## src/rtl/dma_arb_pkg.sv

```systemverilog
package dma_arb_pkg;
  typedef enum logic [1:0] {
    ARB_IDLE  = 2'd0,
    ARB_OFFER = 2'd1,
    ARB_BUSY  = 2'd2
  } arb_state_e;
endpackage

```

## src/rtl/dma_req_qualify.sv

```systemverilog
module dma_req_qualify #(
  parameter int NCH = 4
) (
  input  logic [NCH-1:0] req_pin,
  input  logic [NCH-1:0] sw_req,
  input  logic [NCH-1:0] chan_mask,
  input  logic           req_low,
  input  logic           all_off,
  output logic [NCH-1:0] live
);
  for (genvar c = 0; c < NCH; c++) begin : g_chan
    logic pin_act;
    assign pin_act = req_low ? ~req_pin[c] : req_pin[c];
    assign live[c] = ~all_off & ~chan_mask[c] & (pin_act | sw_req[c]);
  end
endmodule

```

## src/rtl/dma_prio_pick.sv

```systemverilog
module dma_prio_pick #(
  parameter int NCH = 4,
  localparam int IW = $clog2(NCH)
) (
  input  logic [NCH-1:0] live,
  input  logic [IW-1:0]  top_idx,
  output logic           any_live,
  output logic [IW-1:0]  pick_idx
);
  // NCH must be a power of two so that index arithmetic wraps naturally
  always_comb begin
    logic found;
    logic [IW-1:0] idx;
    found    = 1'b0;
    pick_idx = '0;
    for (int i = 0; i < NCH; i++) begin
      idx = top_idx + IW'(i);
      if (!found && live[idx]) begin
        found    = 1'b1;
        pick_idx = idx;
      end
    end
    any_live = found;
  end
endmodule

```

## src/rtl/dma_grant_fsm.sv

```systemverilog
module dma_grant_fsm
  import dma_arb_pkg::*;
#(
  parameter int NCH = 4,
  localparam int IW = $clog2(NCH)
) (
  input  logic           clk,
  input  logic           rst_n,
  input  logic [NCH-1:0] live,
  input  logic           any_live,
  input  logic [IW-1:0]  pick_idx,
  input  logic           rotate_en,
  input  logic           gnt_ready,
  input  logic           xfer_done,
  output logic           gnt_valid,
  output logic [NCH-1:0] gnt_oh,
  output logic [NCH-1:0] busy_oh,
  output logic [IW-1:0]  ptr
);
  arb_state_e    state_q;
  logic [IW-1:0] sel_q;
  logic [IW-1:0] ptr_q;
  logic [NCH-1:0] sel_oh;

  always_ff @(posedge clk or negedge rst_n) begin
    if (!rst_n) begin
      state_q <= ARB_IDLE;
      sel_q   <= '0;
      ptr_q   <= '0;
    end else begin
      unique case (state_q)
        ARB_IDLE: if (any_live) begin
          sel_q   <= pick_idx;
          state_q <= ARB_OFFER;
        end
        ARB_OFFER: if (gnt_ready) state_q <= ARB_BUSY;
        ARB_BUSY: if (xfer_done) begin
          state_q <= ARB_IDLE;
          if (rotate_en) ptr_q <= sel_q + IW'(1);
        end
        default: state_q <= ARB_IDLE;
      endcase
    end
  end

  for (genvar c = 0; c < NCH; c++) begin : g_oh
    assign sel_oh[c] = (sel_q == IW'(c));
  end

  assign gnt_valid = (state_q == ARB_OFFER);
  assign gnt_oh    = gnt_valid ? sel_oh : '0;
  assign busy_oh   = (state_q == ARB_BUSY) ? sel_oh : '0;
  assign ptr       = ptr_q;


  gnt_hold_chk: assert property (@(posedge clk) disable iff (!rst_n)
    (gnt_valid && !gnt_ready) |=> (gnt_valid && $stable(gnt_oh)));

  gnt_onehot_chk: assert property (@(posedge clk) disable iff (!rst_n)
    gnt_valid |-> $onehot(gnt_oh));

  gnt_eligible_chk: assert property (@(posedge clk) disable iff (!rst_n)
    $rose(gnt_valid) |-> ((gnt_oh & ~$past(live)) == '0));

  busy_excl_chk: assert property (@(posedge clk) disable iff (!rst_n)
    $onehot0(busy_oh) && !(gnt_valid && (busy_oh != '0)));

  done_idle_chk: assert property (@(posedge clk) disable iff (!rst_n)
    ((busy_oh != '0) && xfer_done) |=> (busy_oh == '0 && !gnt_valid));
endmodule

```

## src/rtl/dma_ack_drive.sv

```systemverilog
module dma_ack_drive #(
  parameter int NCH = 4
) (
  input  logic [NCH-1:0] busy_oh,
  input  logic           ack_high,
  output logic [NCH-1:0] ack_pin
);
  for (genvar c = 0; c < NCH; c++) begin : g_ack
    assign ack_pin[c] = ack_high ? busy_oh[c] : ~busy_oh[c];
  end
endmodule

```

## src/rtl/dma_chan_arbiter.sv

```systemverilog
module dma_chan_arbiter #(
  parameter int NCH = 4,
  localparam int IW = $clog2(NCH)
) (
  input  logic           clk,
  input  logic           rst_n,
  input  logic           cfg_disable,
  input  logic           cfg_rotate,
  input  logic           cfg_req_low,
  input  logic           cfg_ack_high,
  input  logic [NCH-1:0] req_pin,
  input  logic [NCH-1:0] sw_req,
  input  logic [NCH-1:0] chan_mask,
  output logic           gnt_valid,
  input  logic           gnt_ready,
  output logic [NCH-1:0] gnt_oh,
  input  logic           xfer_done,
  output logic [NCH-1:0] ack_pin
);
  logic [NCH-1:0] live;
  logic           any_live;
  logic [IW-1:0]  pick_idx;
  logic [IW-1:0]  ptr;
  logic [IW-1:0]  top_idx;
  logic [NCH-1:0] busy_oh;

  dma_req_qualify #(.NCH(NCH)) u_qual (
    .req_pin  (req_pin),
    .sw_req   (sw_req),
    .chan_mask(chan_mask),
    .req_low  (cfg_req_low),
    .all_off  (cfg_disable),
    .live     (live)
  );

  assign top_idx = cfg_rotate ? ptr : '0;

  dma_prio_pick #(.NCH(NCH)) u_pick (
    .live    (live),
    .top_idx (top_idx),
    .any_live(any_live),
    .pick_idx(pick_idx)
  );

  dma_grant_fsm #(.NCH(NCH)) u_fsm (
    .clk      (clk),
    .rst_n    (rst_n),
    .live     (live),
    .any_live (any_live),
    .pick_idx (pick_idx),
    .rotate_en(cfg_rotate),
    .gnt_ready(gnt_ready),
    .xfer_done(xfer_done),
    .gnt_valid(gnt_valid),
    .gnt_oh   (gnt_oh),
    .busy_oh  (busy_oh),
    .ptr      (ptr)
  );

  dma_ack_drive #(.NCH(NCH)) u_ack (
    .busy_oh (busy_oh),
    .ack_high(cfg_ack_high),
    .ack_pin (ack_pin)
  );


  disable_block_chk: assert property (@(posedge clk) disable iff (!rst_n)
    (cfg_disable && !gnt_valid) |=> !gnt_valid);
endmodule

```

## config.mk

```make
export PLATFORM = sky130hd
export DESIGN_NAME = dma_chan_arbiter
export DESIGN_NICKNAME = d
export VERILOG_FILES = /design/src/rtl/dma_arb_pkg.sv /design/src/rtl/dma_req_qualify.sv /design/src/rtl/dma_prio_pick.sv /design/src/rtl/dma_grant_fsm.sv /design/src/rtl/dma_ack_drive.sv /design/src/rtl/dma_chan_arbiter.sv
export SDC_FILE = /design/constraint.sdc
export NUM_CORES = 1
export LEC_CHECK = 0
export BUFFER_PORTS_ARGS = -buffer_cell sky130_fd_sc_hd__buf_2
export CORE_ASPECT_RATIO = 1.25
export CORE_UTILIZATION = 30
export DETAILED_ROUTE_END_ITERATION = 16
export HOLD_SLACK_MARGIN = 0.08
export PLACE_DENSITY = 0.6
export SETUP_SLACK_MARGIN = 0.05
export SLEW_MARGIN = 20
export SYNTH_ARGS = -nofsm -noshare
export SYNTH_HDL_FRONTEND = slang
export SYNTH_SLANG_ARGS = --single-unit
```

## constraint.sdc

```tcl
create_clock -name clk -period 2.85 [get_ports clk]
set_clock_uncertainty 0.15 [all_clocks]
set_input_delay 0.1425 -clock clk [delete_from_list [all_inputs] [get_ports clk]]
set_output_delay 0.1425 -clock clk [all_outputs]
set_load 0.1 [all_outputs]
```

==> qor.json <==
{
  "setup.worst_path.start_class": "flop",
  "cts.sink_count": 6,
  "clock_path_buffers": 2,
  "htreeDepth": 1,
  "synth_nets": 120,
  "drcViolationCount": 0,
  "ranking_of_synthesized_cells_by_area": "sky130_fd_sc_hd__dfrtp_1 (20%), sky130_fd_sc_hd__xor2_1 (10%), sky130_fd_sc_hd__ha_1 (6.5%)",
  "cts_tree": "done",
  "drt-initial-drc-count": 16,
  "seq_area_frac_synth_pct": 19.54,
  "avgViaCountPerCell": 5.288,
  "grt_start_max_net_pins": 11,
  "power_frac_seq_pct": 18.9,
  "count_of_vias_placed_by_the_detailed_router": 846,
  "area_growth_pct": 27.85,
  "yosysWarningCount": 0,
  "cp_arrival_ns": 1.68,
  "detail_route.wirelength_mm": 2.061,
  "worst_ep_required_time_ns": 2.56,
  "share_of_the_synthesized_area_in_the_top_cell_type_pct": 19.54,
  "tritoncts.num_buffers": 3,
  "power.net_switching_mw": 0.5554,
  "peakVddDrop_uv": 495.0,
  "synth_seq_cells": 6,
  "floorplan.initialDensity_pct": 31.65,
  "p_leak_nw": 0.4625,
  "cp-end-kind": "output pin",
  "swShare_pct": 60.54,
  "final-hold-violation-count": 0,
  "period_share_pct": 69.17,
  "core.rowCount": 20,
  "cts-root-buf": "sky130_fd_sc_hd__clkbuf_4",
  "finalNetCount": 153,
  "drtPass1Iterations": 4,
  "finalMaxSlewViolations": 0,
  "worst_min_delay_path_class": "in2async",
  "maxSlewHeadroom_pct": 67.12,
  "gpl.final_weighted_congestion": 0.8367,
  "async_flop_share_pct": 100.0,
  "postSynthCellCount": 96,
  "crit_path_cell_trace": "nor2b_1 -> nand2_1 -> xor2_1 -> buf_2",
  "distinct_cell_type_count_of_the_synthesized_netlist": 36,
  "clk_pin_slew_ns": 0.05,
  "internal_power_mw": 0.3620,
  "power_frac_clock_pct": 9.1,
  "antenna_cells": 0,
  "final_layout_size_suffix_gt1_share_pct": 30.71,
  "synth_common_cells": "sky130_fd_sc_hd__nand2_1 (10), sky130_fd_sc_hd__xor2_1 (9), sky130_fd_sc_hd__o21ai_0 (7), sky130_fd_sc_hd__dfrtp_1 (6), sky130_fd_sc_hd__nor2_1 (6)",
  "critical_path_cell_with_the_highest_stage_delay": "sky130_fd_sc_hd__buf_2",
  "synth_top_cell_by_area": "sky130_fd_sc_hd__dfrtp_1",
  "later_pin_clock_latency_in_the_skew_report_ns": 0.25,
  "count_of_buffers_from_port_buffering": 28,
  "io_pins": 29,
  "number_of_placed_instances_with_taps_included": 154,
  "cellPowerDensity_mw_per_mm2": 934.1,
  "fp.dieW_um": 47.26,
  "postSynthAreaPerCell_um2": 8.002,
  "multiInputGateArea_um2": 583.1,
  "synth_enable_flop_cells": 0,
  "timing.critical_path.slowest_cell_delay_ns": 0.44,
  "cts.repair_timing.setup_buffer_count": 0,
  "max_cap_violations": 0,
  "detailed_place_hpwl_mm": 1.643,
  "synth.most_common_cell": "sky130_fd_sc_hd__nand2_1",
  "fin_crit_ns": 1.971,
  "crit_type": "reg2out",
  "avgRoutedWirePerCell_um": 12.88,
  "setup_repair_after_global_routing_missed_its_margin": "no",
  "syn_std_cell_area_um2": 768.2,
  "outcome": "complete, no violations",
  "post_route_hold_slack_ns": 0.09752,
  "fin_cells": 160,
  "grt_remaining_overflow": 0,
  "dieArea_mm2": 0.002768,
  "core_area_mm2": 0.002427,
  "ff_latch_area_um2": 150.1,
  "first_global_vias": 752,
  "grt.total_usage_pct": 16.24,
  "route.antenna.remaining_nets": 0,
  "top_flip_flop_cell_by_instance_count_after_synthesis": "sky130_fd_sc_hd__dfrtp_1",
  "number_of_antenna_violations_at_the_first_check_in_global_routing": 0,
  "tns_ns": 0,
  "tightest_slew_ns": 0.4898,
  "grt_first_pass_wirelength_mm": 3.201,
  "timing.critical_path.fanout_max": 6,
  "filler_cell_count": 253,
  "die_height_um": 58.58,
  "setup-violations-final": 0,
  "portion_of_total_power_attributed_to_combinational_logic_pct": 72.0,
  "peak_clock_frequency_supported_by_timing_ghz": 0.5073
}
-- state kept, by name, summed over array words and instances, names as in the netlist --
signal,count
u_fsm.ptr,2
u_fsm.sel_q,2
u_fsm.state_q,2
-- power groups by stage --
stage	clock [mW]	sequential [mW]	combinational, mW
after floorplan	0	0.143	0.576
after global placement	0	0.172	0.644
after detailed placement	0	0.175	0.651
after CTS	0.0868	0.174	0.664
after global routing	0.0902	0.181	0.709
final	0.0837	0.174	0.660
-- cells in the final DEF (no fill, tap or decap), drive strengths merged --
cell type and instances:
a21o 2, a21oi 5, a221o 1, a221oi 1
a22o 1, a2bb2oi 1, a31oi 1, a32o 1
a32oi 1, a41oi 1, and2 5, and3 1
buf 28, clkbuf 3, dfrtp 6, dlygate4sd3 3
ha 4, inv 4, mux2 2, mux2i 3
nand2 10, nand3 1, nand4 2, nor2 6
nor2b 2, nor3 2, nor4 1, nor4b 1
o211ai 2, o21a 2, o21ai 11, o22ai 1
o2bb2ai 1, or2 1, or4b 1, xor2 9
-- cell families (layout without fill, tap and decap cells) --
| family | Yosys count | count (layout) | share of synthesized area [%] |
|---|---|---|---|
| fa+ha+maj | 4 | 4 | 6.515 |
| flops | 6 | 6 | 19.54 |
| mux | 5 | 5 | 6.840 |
| compound gates | 32 | 32 | 29.97 |
| buf+inv | 7 | 38 | 4.885 |
| xor+xnor | 9 | 9 | 10.26 |
| simple gates | 33 | 33 | 21.99 |
-- worst paths after layout --
kind                                                    from  depth (start not counted)  slack (ns)                      endpoint
worst min-delay path                                   rst_n                          2         0.1    u_fsm.sel_q[1]$_DFFE_PN0P_
min in group clk                                   xfer_done                          3        0.11      u_fsm.ptr[0]$_DFFE_PN0P_
worst min register to register    u_fsm.sel_q[0]$_DFFE_PN0P_                          1        0.42      u_fsm.ptr[0]$_DFFE_PN0P_
worst max-delay path            u_fsm.state_q[1]$_DFFE_PN0P_                          4        0.88                    ack_pin[0]
max in group asynchronous                              rst_n                          2        2.29  u_fsm.state_q[0]$_DFFE_PN0P_
worst max register to register      u_fsm.ptr[0]$_DFFE_PN0P_                          6        0.89    u_fsm.sel_q[1]$_DFFE_PN0P_
-- area by class of cell --
class,count,area share (%)
Sequential cell,6,15.29
Clock buffer,3,2.293
Multi-Input combinational cell,83,59.36
Inverter,4,1.529
Timing Repair Buffer,31,17.32
Tap cell,33,4.204
-- critical path: cells and delay by family (launching register included) --
family	cells	cell delay (ns)
buffers and inverters	1	0.44
xor gates and xnor gates	1	0.13
and+or+nand+nor	2	0.49
DFF	1	0.36
-- per-layer routing --
| layer | track usage, % | vias up | routed length [um] | part of all wire [%] |
|---|---|---|---|---|
| li1 | - | 414 | - | - |
| met1 | 16.64 | 394 | 809 | 39 |
| met2 | 31.31 | 33 | 1132 | 55 |
| met3 | 1.840 | 5 | 89 | 4.3 |
| met4 | 6.122 | 0 | 31 | 1.5 |
| met5 | 0 | - | 0 | 0 |
-- stage by stage --
stage	utilization (%)	worst slack, ns	area [um2]	total power [mW]
2_1_floorplan	-	0.3895	770.7	0.7189
3_3_place_gp	38.30	0.9127	929.6	0.8154
3_5_place_dp	38.30	0.8545	929.6	0.8259
4_1_cts	40.46	0.8460	982.2	0.9242
5_1_grt	40.46	0.7607	982.2	0.9797
6_report	40.46	0.8788	982.2	0.9174
-- what timing repair did --
action | in CTS | in global routing
resized for setup | 0 | 0
endpoints found under the hold margin | 8 | 0
endpoints found under the setup margin | 0 | 0
hold buffers | 3 | 0
Note: power is estimated with default switching activity, not from simulation.
